==> src/rtl/rt_pkg.sv <==
package rt_pkg;
  localparam int unsigned ADDR_W = 2;

  localparam logic [ADDR_W-1:0] A_PRELOAD = 2'd0;
  localparam logic [ADDR_W-1:0] A_CTRL    = 2'd1;
  localparam logic [ADDR_W-1:0] A_STATUS  = 2'd2;
  localparam logic [ADDR_W-1:0] A_COUNT   = 2'd3;

  localparam int unsigned B_RUN  = 0;
  localparam int unsigned B_AUTO = 1;
  localparam int unsigned B_SRC  = 2;
  localparam int unsigned B_IEN  = 4;

  typedef enum logic [1:0] {
    SRC_CLK  = 2'd0,
    SRC_DIV  = 2'd1,
    SRC_PIN  = 2'd2,
    SRC_NONE = 2'd3
  } src_e;

  function automatic logic [15:0] rt_incr(input logic [15:0] v);
    return v + 16'd1;
  endfunction

  function automatic logic rt_at_top(input logic [15:0] v);
    return &v;
  endfunction
endpackage

==> src/rtl/rt_prescaler.sv <==
module rt_prescaler #(
  parameter int unsigned DIV = 32
) (
  input  logic clk,
  input  logic rst_n,
  input  logic restart,
  input  logic run,
  output logic tick
);
  localparam int unsigned PS_W = (DIV > 1) ? $clog2(DIV) : 1;
  localparam logic [PS_W-1:0] LAST = PS_W'(DIV - 1);

  logic [PS_W-1:0] psc_q;

  always_ff @(posedge clk or negedge rst_n) begin
    if (!rst_n)          psc_q <= '0;
    else if (restart)    psc_q <= '0;
    else if (psc_q == LAST) psc_q <= '0;
    else                 psc_q <= psc_q + 1'b1;
  end

  assign tick = run && (psc_q == LAST);
endmodule

==> src/rtl/rt_edge_sync.sv <==
module rt_edge_sync #(
  parameter int unsigned STAGES = 2
) (
  input  logic clk,
  input  logic rst_n,
  input  logic din,
  output logic rise
);
  logic [STAGES:0] sh_q;

  always_ff @(posedge clk or negedge rst_n) begin
    if (!rst_n) sh_q[0] <= 1'b0;
    else        sh_q[0] <= din;
  end

  for (genvar i = 1; i <= STAGES; i++) begin : g_stage
    always_ff @(posedge clk or negedge rst_n) begin
      if (!rst_n) sh_q[i] <= 1'b0;
      else        sh_q[i] <= sh_q[i-1];
    end
  end

  assign rise = sh_q[STAGES-1] & ~sh_q[STAGES];
endmodule

==> src/rtl/rt_counter.sv <==
module rt_counter
  import rt_pkg::*;
(
  input  logic        clk,
  input  logic        rst_n,
  input  logic        tick,
  input  logic        load_en,
  input  logic [15:0] load_val,
  output logic [15:0] count,
  output logic        ovf
);
  logic [15:0] cnt_q;

  assign ovf = tick && rt_at_top(cnt_q);

  always_ff @(posedge clk or negedge rst_n) begin
    if (!rst_n)       cnt_q <= '0;
    else if (load_en) cnt_q <= load_val;
    else if (tick)    cnt_q <= rt_incr(cnt_q);
  end

  assign count = cnt_q;
endmodule

==> src/rtl/reload_timer.sv <==
module reload_timer
  import rt_pkg::*;
#(
  parameter int unsigned PRESCALE    = 32,
  parameter int unsigned SYNC_STAGES = 2
) (
  input  logic        clk,
  input  logic        rst_n,
  input  logic        wr_en,
  input  logic [1:0]  addr,
  input  logic [15:0] wdata,
  output logic [15:0] rdata,
  input  logic        ext_evt,
  output logic        irq
);
  logic [15:0] preload_q;
  logic        run_q, auto_q, ien_q, flag_q;
  src_e        src_q;

  logic pre_wr, ctrl_wr, clr_wr, start;
  logic div_tick, pin_rise, tick, ovf;
  logic load_en;
  logic [15:0] load_val, count_q;

  assign pre_wr  = wr_en && (addr == A_PRELOAD);
  assign ctrl_wr = wr_en && (addr == A_CTRL);
  assign clr_wr  = wr_en && (addr == A_STATUS) && wdata[0];
  assign start   = ctrl_wr && wdata[B_RUN] && !run_q;

  rt_prescaler #(.DIV(PRESCALE)) u_psc (
    .clk(clk), .rst_n(rst_n), .restart(start), .run(run_q), .tick(div_tick)
  );

  rt_edge_sync #(.STAGES(SYNC_STAGES)) u_sync (
    .clk(clk), .rst_n(rst_n), .din(ext_evt), .rise(pin_rise)
  );

  always_comb begin
    unique case (src_q)
      SRC_CLK:  tick = run_q;
      SRC_DIV:  tick = div_tick;
      SRC_PIN:  tick = run_q && pin_rise;
      default:  tick = 1'b0;
    endcase
  end

  assign load_en  = ovf || (pre_wr && !run_q);
  assign load_val = ovf ? preload_q : wdata;

  rt_counter u_cnt (
    .clk(clk), .rst_n(rst_n), .tick(tick), .load_en(load_en),
    .load_val(load_val), .count(count_q), .ovf(ovf)
  );

  always_ff @(posedge clk or negedge rst_n) begin
    if (!rst_n) begin
      preload_q <= '0;
      run_q     <= 1'b0;
      auto_q    <= 1'b0;
      ien_q     <= 1'b0;
      src_q     <= SRC_CLK;
      flag_q    <= 1'b0;
    end else begin
      if (pre_wr) preload_q <= wdata;
      if (ctrl_wr) begin
        auto_q <= wdata[B_AUTO];
        ien_q  <= wdata[B_IEN];
        src_q  <= src_e'(wdata[B_SRC +: 2]);
      end
      if (ovf && !auto_q)  run_q <= 1'b0;
      else if (ctrl_wr)    run_q <= wdata[B_RUN];
      if (ovf)             flag_q <= 1'b1;
      else if (clr_wr)     flag_q <= 1'b0;
    end
  end

  always_comb begin
    rdata = '0;
    unique case (addr)
      A_PRELOAD: rdata = preload_q;
      A_CTRL: begin
        rdata[B_RUN]      = run_q;
        rdata[B_AUTO]     = auto_q;
        rdata[B_SRC +: 2] = src_q;
        rdata[B_IEN]      = ien_q;
      end
      A_STATUS:  rdata[0] = flag_q;
      default:   rdata = count_q;
    endcase
  end

  assign irq = flag_q && ien_q;
endmodule

==> config.mk <==
export PLATFORM = sky130hd
export DESIGN_NAME = reload_timer
export DESIGN_NICKNAME = d
export VERILOG_FILES = /design/src/rtl/rt_pkg.sv /design/src/rtl/rt_prescaler.sv /design/src/rtl/rt_edge_sync.sv /design/src/rtl/rt_counter.sv /design/src/rtl/reload_timer.sv
export SDC_FILE = /design/constraint.sdc
export NUM_CORES = 1
export LEC_CHECK = 0
export CORE_ASPECT_RATIO = 0.7
export CORE_MARGIN = 2
export CORE_UTILIZATION = 58
export CTS_CLUSTER_DIAMETER = 200
export CTS_CLUSTER_SIZE = 12
export DETAILED_ROUTE_END_ITERATION = 10
export GPL_TIMING_DRIVEN = 0
export HOLD_SLACK_MARGIN = 0.06
export PLACE_DENSITY = 0.85
export SLEW_MARGIN = 20
export SYNTH_ARGS = -nofsm -noshare
export SYNTH_HDL_FRONTEND = slang
export SYNTH_SLANG_ARGS = --single-unit
==> constraint.sdc <==
create_clock -name clk -period 7.4 [get_ports clk]
set_input_delay 2.22 -clock clk [delete_from_list [all_inputs] [get_ports clk]]
set_output_delay 2.22 -clock clk [all_outputs]
set_load 0.02 [all_outputs]
==> results.md, run 1 <==
* CP arrival at just under 5 ns
* Initial antenna violation count at 0
* Root buffer cell: clkbuf_8
* Relative slew slack at 0.5830
* Antenna Nets Post-Route at 0
* Fmax at between 0.1 and 0.15 GHz
* GRT Resource Usage Total at 0.2737
* Diode count at 0
* Final period utilization at 0.9573
* Worst-path cell chain: clkdlybuf4s50_1 -> buf_2 -> and2_0 -> clkbuf_1 -> clkbuf_1 -> nand2_1 -> o21ai_0 -> clkdlybuf4s50_1
* Crit. path cell count at 8
* Boundary pin count at 39
* MaxCap Viol Count at 0
* Cts hold-fix bufs at 0
* Final wirelength at 6.451 mm
* Final instance area at ~3200 um^2
* Clock slew at reported path FFs at approximately 0.080 ns
* Critical path class: primary input to output pin
* Post-layout min period at approximately 7.1 ns
* Syn nets at between 200 and 300
* # port buffers at 38
* Wire per inst at ~18 um
* Clock power frac at 0.179
* Worst IR Drop VDD at roughly 0.17 mV
* Row count at 20
* Unique cell type count in the Yosys netlist at roughly 60
* RSZ-0062 raised after global routing: no
* Worst Tran Pin Value at 0.6255 ns
* Setup Fix Bufs, Post-CTS at 0
* Worst r2r src: u_psc.psc_q[0]
* NetSw at 0.3293 mW
* Clock Skew at 0.007976 ns
* Hold WS at about 0.35 ns
* Slew Limit Fails at 0
* Die outline width at roughly 85 um
* Post-synth ARST share at 1.000
* Cell Pwr Density at around 270 nW/um^2
* Via count of the routed design at around 2.3k
* Area delta synth->final at 21.08%
* Via density at roughly 6.4
* CTS tree: done
* Max incr delay on CP at approximately 0.63 ns
* Buf/Inv on CP at 5
* Grt total ovfl at 0
* Vias in the first global route at 2140
* Post-synth top cells: dfrtp_1, nand2_1, mux2_2
* Class of the worst hold path: register to register
* Die area at between 5000 and 6000 um^2
* Pre-Repair DR Iteration Count at 5
* Most frequent cell after synthesis: dfrtp_1
* CORE AREA at roughly 4400 um^2
* Launch point of the worst path: addr[0]
* Combinational Power Share at 0.356
* Reg-to-Reg End: u_cnt.count[14]
* Final core utilization at 0.7334
* Iteration-0 DRC count of the detailed router at roughly 300
* Initial core utilization at 0.6057
* Synth Area in Compound Gates at 0.1675
* FF-to-FF setup slack at 4.86 ns
* Post-synthesis mux area share at 0.1236
* Area share of the largest cell type after synthesis at 0.4340
* # setup viols final at 0
* Synth Area in Simple Gates at 0.1953
* Cell depth of the worst flop-to-flop path at 9
* Post-DP HPWL at around 4.7 mm
* Required time of the critical path at 5.18 ns
* Worst path top cell family by delay: buffers and inverters
* Synth Area in Adders at 0.02830
* Max FO, Critical Path at 10
* Worst Setup EP: rdata[3]
* # fillers at 328
* Setup TNS at 0 ns
* Placed cell area at between 3000 and 4000 um^2
* Status: finished clean
* Slowest cell on the critical path: clkdlybuf4s50_1
* Mapped Area at 2653 um^2
* Sequential area share after synthesis at 0.4340
* Sw Ratio at 0.3733
* Post-synth top area cell: dfrtp_1
* Largest family of logic cells by synthesized area: simple AND/OR/NAND/NOR gates
* Yosys warning total at 0
* Fin nets at 329
* P_leak at between 1 and 1.5 nW
* DR DRC count at 0
* CTS resizes at 0
* CTS sink cnt at 46
* Cts bufs inserted at 5
* CP startpoint kind: primary input
* Final Hold Vio Count at 0
* RD Place Congestion at 0.8823
* Cells after Synth at 255
* EDFF count, synth at 0
* Htree depth at 2
* Mapped Avg Cell Area at ~10 um^2
* Sequential cell area at between 1000 and 1500 um^2
* Reg power frac at 0.464
* Clk_lat worst skew at roughly 0.30 ns
* Internal power at about 0.55 mW
* Post-synthesis xor/xnor area fraction at 0.01321
* Die span in y at approximately 60 um
* CTS max path bufs at 2
* Synthesis-stage register bit count at between 40 and 50
* Pin count of the biggest net entering global routing at 26
* CP endpoint kind: output pin
* Fraction of layout cells with a size suffix above 1 at 0.1755
* Multi-input gate area at between 1000 and 1500 um^2
* Predominant post-synthesis flop cell: dfrtp_1
* Largest cells by area after synthesis: dfrtp_1, mux2_2, a22o_1
* First-pass GRT wire length at 10.65 mm
[sequential cells by signal (all words and copies together) (netlist names)]
| signal | count |
|---|---|
| preload_q | 16 |
| u_cnt.count | 16 |
| u_psc.psc_q | 5 |
| u_sync.sh_q | 3 |
| src_q | 2 |
| auto_q | 1 |
| flag_q | 1 |
| ien_q | 1 |
| run_q | 1 |
[worst reg2reg max path: stages (launching register included)]
cell and delay (ns):
dfrtp_1 0.39, ha_1 0.19, and3_1 0.16, ha_1 0.22, nand2b_1 0.11, a311oi_4 0.48, nor2_1 0.12, buf_2 0.22
or4b_1 0.49, nand3_1 0.09
[cells in the final DEF (no fill, tap or decap), types with 2 or more instances in the layout]
master and n:
nand4_1 8, and3_1 3, and2_1 2, a31oi_1 3, o22ai_1 4, a21oi_1 7, clkdlybuf4s50_1 37, nand3_1 11
nor2b_1 3, dfrtp_1 46, buf_2 9, nor3_1 4, nand3b_1 2, a22o_1 12, or4b_1 2, a22oi_1 5
o211ai_1 2, nand2b_1 3, clkbuf_8 6, buf_4 2, mux2i_1 8, inv_1 5, ha_1 6, clkbuf_1 6
o21ai_0 8, nand2_1 21, nor2_1 17, mux2_2 20, xor2_1 3
[power by group through the flow]
| stage | sequential [mW] | clock, mW | combinational (mW) |
|---|---|---|---|
| 6_report | 0.410 | 0.158 | 0.314 |
| 5_1_grt | 0.419 | 0.174 | 0.348 |
| 4_1_cts | 0.406 | 0.160 | 0.313 |
| 3_5_place_dp | 0.410 | 0 | 0.311 |
| 3_3_place_gp | 0.404 | 0 | 0.298 |
| 2_1_floorplan | 0.385 | 0 | 0.222 |
[per-stage QoR]
stage               std cells  setup slack (ns)  total power [mW]
detailed placement        349            0.3217            0.7212
finish                    357            0.3163            0.8823
floorplan                 255             1.861            0.6069
global route              357           0.09765            0.9410
CTS                       357            0.3084            0.8789
global placement          348            0.3613            0.7024
[layout make-up]
cell class / instances / share of cell area
Multi-Input combinational cell: 187 / 0.4359
Sequential cell: 46 / 0.3584
Timing Repair Buffer: 39 / 0.1231
Clock buffer: 6 / 0.02571
Buffer: 17 / 0.02571
Tap cell: 55 / 0.02143
Inverter: 5 / 0.005843
Clock inverter: 2 / 0.003896
[worst min path at each step]
stage | start | to | slack, ns | cells after the start
6_report | u_sync.sh_q[0] | u_sync.sh_q[1] | 0.35 | 0
3_5_place_dp | u_sync.sh_q[0] | u_sync.sh_q[1] | 0.34 | 0
4_1_cts | u_sync.sh_q[0] | u_sync.sh_q[1] | 0.36 | 0
5_1_grt | u_sync.sh_q[0] | u_sync.sh_q[1] | 0.37 | 0
2_1_floorplan | u_sync.sh_q[0] | u_sync.sh_q[1] | 0.33 | 0
3_3_place_gp | u_sync.sh_q[0] | u_sync.sh_q[1] | 0.33 | 0
[cell families (layout without fill, tap and decap cells)]
logic type | Yosys count | after routing
compound gates | 58 | 58
xor+xnor | 4 | 4
fa+ha+maj | 6 | 6
buf+inv | 22 | 69
flops | 46 | 46
mux | 29 | 29
simple gates | 90 | 90
[routing by layer]
metal / vias to the layer above / GRT usage / routed length [um]
met5: - / 0 / 0
met4: 0 / 0.08390 / 70
met3: 11 / 0.05714 / 498
met2: 125 / 0.4061 / 2695
met1: 1108 / 0.4106 / 3186
li1: 1053 / - / -
(Power assumes the default switching activity.)
==> run 2, diff against run 1 <==
- MAX_ROUTING_LAYER: unset -> met4
- SKIP_LAST_GASP: unset -> 1
==> results.md, run 2 (synthesized netlist as in run 1, its figures left out) <==
* CTS sink cnt at 46 (unchanged)
* Sequential cell area at 1151 um^2 (unchanged)
* Clock slew at reported path FFs at 0.08 ns (about the same)
* P_leak at 1.301 nW (unchanged)
* Via density at 6.395 (-0.61%)
* Worst IR Drop VDD at 0.1662 mV (-0.20%)
* Worst Tran Pin Value at 0.6269 ns (+0.001430 ns)
* Initial antenna violation count at 0 (unchanged)
* Cts hold-fix bufs at 0 (unchanged)
* CTS resizes at 0 (unchanged)
* Cts bufs inserted at 5 (unchanged)
* Relative slew slack at 0.5821 (-0.0009530)
* CORE AREA at 4379 um^2 (unchanged)
* Final Hold Vio Count at 0 (unchanged)
* Post-DP HPWL at 4.706 mm (unchanged)
* Multi-input gate area at 1400 um^2 (unchanged)
* Required time of the critical path at 5.18 ns (about the same)
* DR top layer: met4
* Pre-Repair DR Iteration Count at 6 (+1)
* Leading cell type in the layout, fill and taps excluded: dfrtp_1
* Clock Skew at 0.007482 ns (-0.0004938 ns)
* Placed cell area at 3117 um^2 (unchanged)
* Die span in y at 60.58 um (unchanged)
* CTS max path bufs at 2 (unchanged)
* CP endpoint kind: output pin
* Wire per inst at 17.97 um (-0.53%)
* RD Place Congestion at 0.8969 (+1.7%)
* Antenna Nets Post-Route at 0 (unchanged)
* # fillers at 328 (unchanged)
* Worst Slack Setup Final at 0.3091 ns (-0.007221 ns)
* MaxCap Viol Count at 0 (unchanged)
* # setup viols final at 0 (unchanged)
* Met1 WL at 3.130 mm (-1.8%)
* Initial core utilization at 0.6057 (unchanged)
* Most frequent cells in the layout: dfrtp_1, clkdlybuf4s50_1, nand2_1
* Vias in the first global route at 2139 (-0.047%)
* # port buffers at 38 (unchanged)
* Iteration-0 DRC count of the detailed router at 248 (-17%)
* Htree depth at 2 (unchanged)
* CP startpoint kind: primary input
* Status: finished clean
* Hold WS at 0.3539 ns (+0.0003880 ns)
* CTS tree: done
* CP arrival at 4.87 ns (about the same)
* Area delta synth->final at 21.08% (unchanged)
* Root buffer cell: clkbuf_8
* Setup TNS at 0 ns (unchanged)
* Via count of the routed design at 2283 (-0.61%)
* Die area at 5139 um^2 (unchanged)
* Met2 wire len at 2.667 mm (-1.0%)
* Clk_lat worst skew at 0.30 ns (about the same)
* Critical path class: primary input to output pin
* Fin cells at 357 (unchanged)
* Fmax at 0.1410 GHz (-0.10%)
* Setup WS pre-CTS at 0.3217 ns (unchanged)
* Fin nets at 329 (unchanged)
* First-pass GRT wire length at 10.65 mm (unchanged)
* Class of the worst hold path: register to register
* Post-layout min period at 7.091 ns (+0.007221 ns)
* Final instance area at 3212 um^2 (unchanged)
* Placed cells at 349 (unchanged)
* Fraction of layout cells with a size suffix above 1 at 0.1755 (unchanged)
* Pin count of the biggest net entering global routing at 26 (unchanged)
* Cell Pwr Density at 274.5 nW/um^2 (about the same)
* Final period utilization at 0.9582 (+0.0009758)
* Grt total ovfl at 0 (unchanged)
* Final wirelength at 6.417 mm (-0.53%)
* Max FO, Critical Path at 10 (unchanged)
* Diode count at 0 (unchanged)
* Die outline width at 84.83 um (unchanged)
* Slew Limit Fails at 0 (unchanged)
* DR DRC count at 0 (unchanged)
* RSZ-0062 raised after global routing: no
* GRT Resource Usage Total at 0.2828 (+0.009096)
* Setup Fix Bufs, Post-CTS at 0 (unchanged)
* Routed length on met3 at 535 um (+7.4%)
* Row count at 20 (unchanged)
* Boundary pin count at 39 (unchanged)
==> run 2: cell counts in the layout (fill, tap and decap cells not counted) <==
Identical to the previous run, type by type.
==> run 2: path summary, 6_finish.rpt <==
check,from,endpoint,slack [ns],depth (start not counted)
min in group asynchronous,rst_n,src_q[0],1.88,1
hold / removal,u_sync.sh_q[0],u_sync.sh_q[1],0.35,0
setup / recovery,addr[0],rdata[3],0.31,8
setup reg to reg,u_psc.psc_q[0],u_cnt.count[14],4.86,9
max in group asynchronous,rst_n,preload_q[8],5.00,2
hold reg to reg,u_sync.sh_q[0],u_sync.sh_q[1],0.35,0
==> run 2: worst max-delay path, cell delays in order <==
cell and delay (ns):
clkdlybuf4s50_1 0.52, buf_2 0.28, and2_0 0.16, clkbuf_1 0.32, clkbuf_1 0.51, nand2_1 0.10, o21ai_0 0.11, clkdlybuf4s50_1 0.63
==> run 2: through the flow <==
| step | total power, mW | util |
|---|---|---|
| finish | 0.8817 | 0.7334 |
| CTS | 0.8789 | 0.7334 |
| global placement | 0.7024 | 0.7083 |
| detailed placement | 0.7212 | 0.7117 |
| global route | 0.9409 | 0.7334 |
| floorplan | 0.6069 | - |
==> run 2: per-layer routing <==
metal | global-route usage | up-vias
met4 | 0.08390 | 0
met1 | 0.4097 | 1112
met3 | 0.05714 | 10
li1 | - | 1053
met2 | 0.4061 | 108
met5 | - | -
==> run 2: area by class of cell <==
cell class              instances  share of cell area
multi-input cells             187              0.4359
flip-flops and latches         46              0.3584
repair buffers                 39              0.1231
clock buffers                   6             0.02571
plain buffers                  17             0.02571
well taps                      55             0.02143
inverters                       5            0.005843
clock inverters                 2            0.003896
==> run 2: report_power, final <==
group / leakage [nW] / internal [mW] / switching [mW]
clock network: 0.0472 / 0.0751 / 0.0835
logic: 0.715 / 0.155 / 0.159
registers: 0.539 / 0.323 / 0.0864
total: 1.30 / 0.553 / 0.329
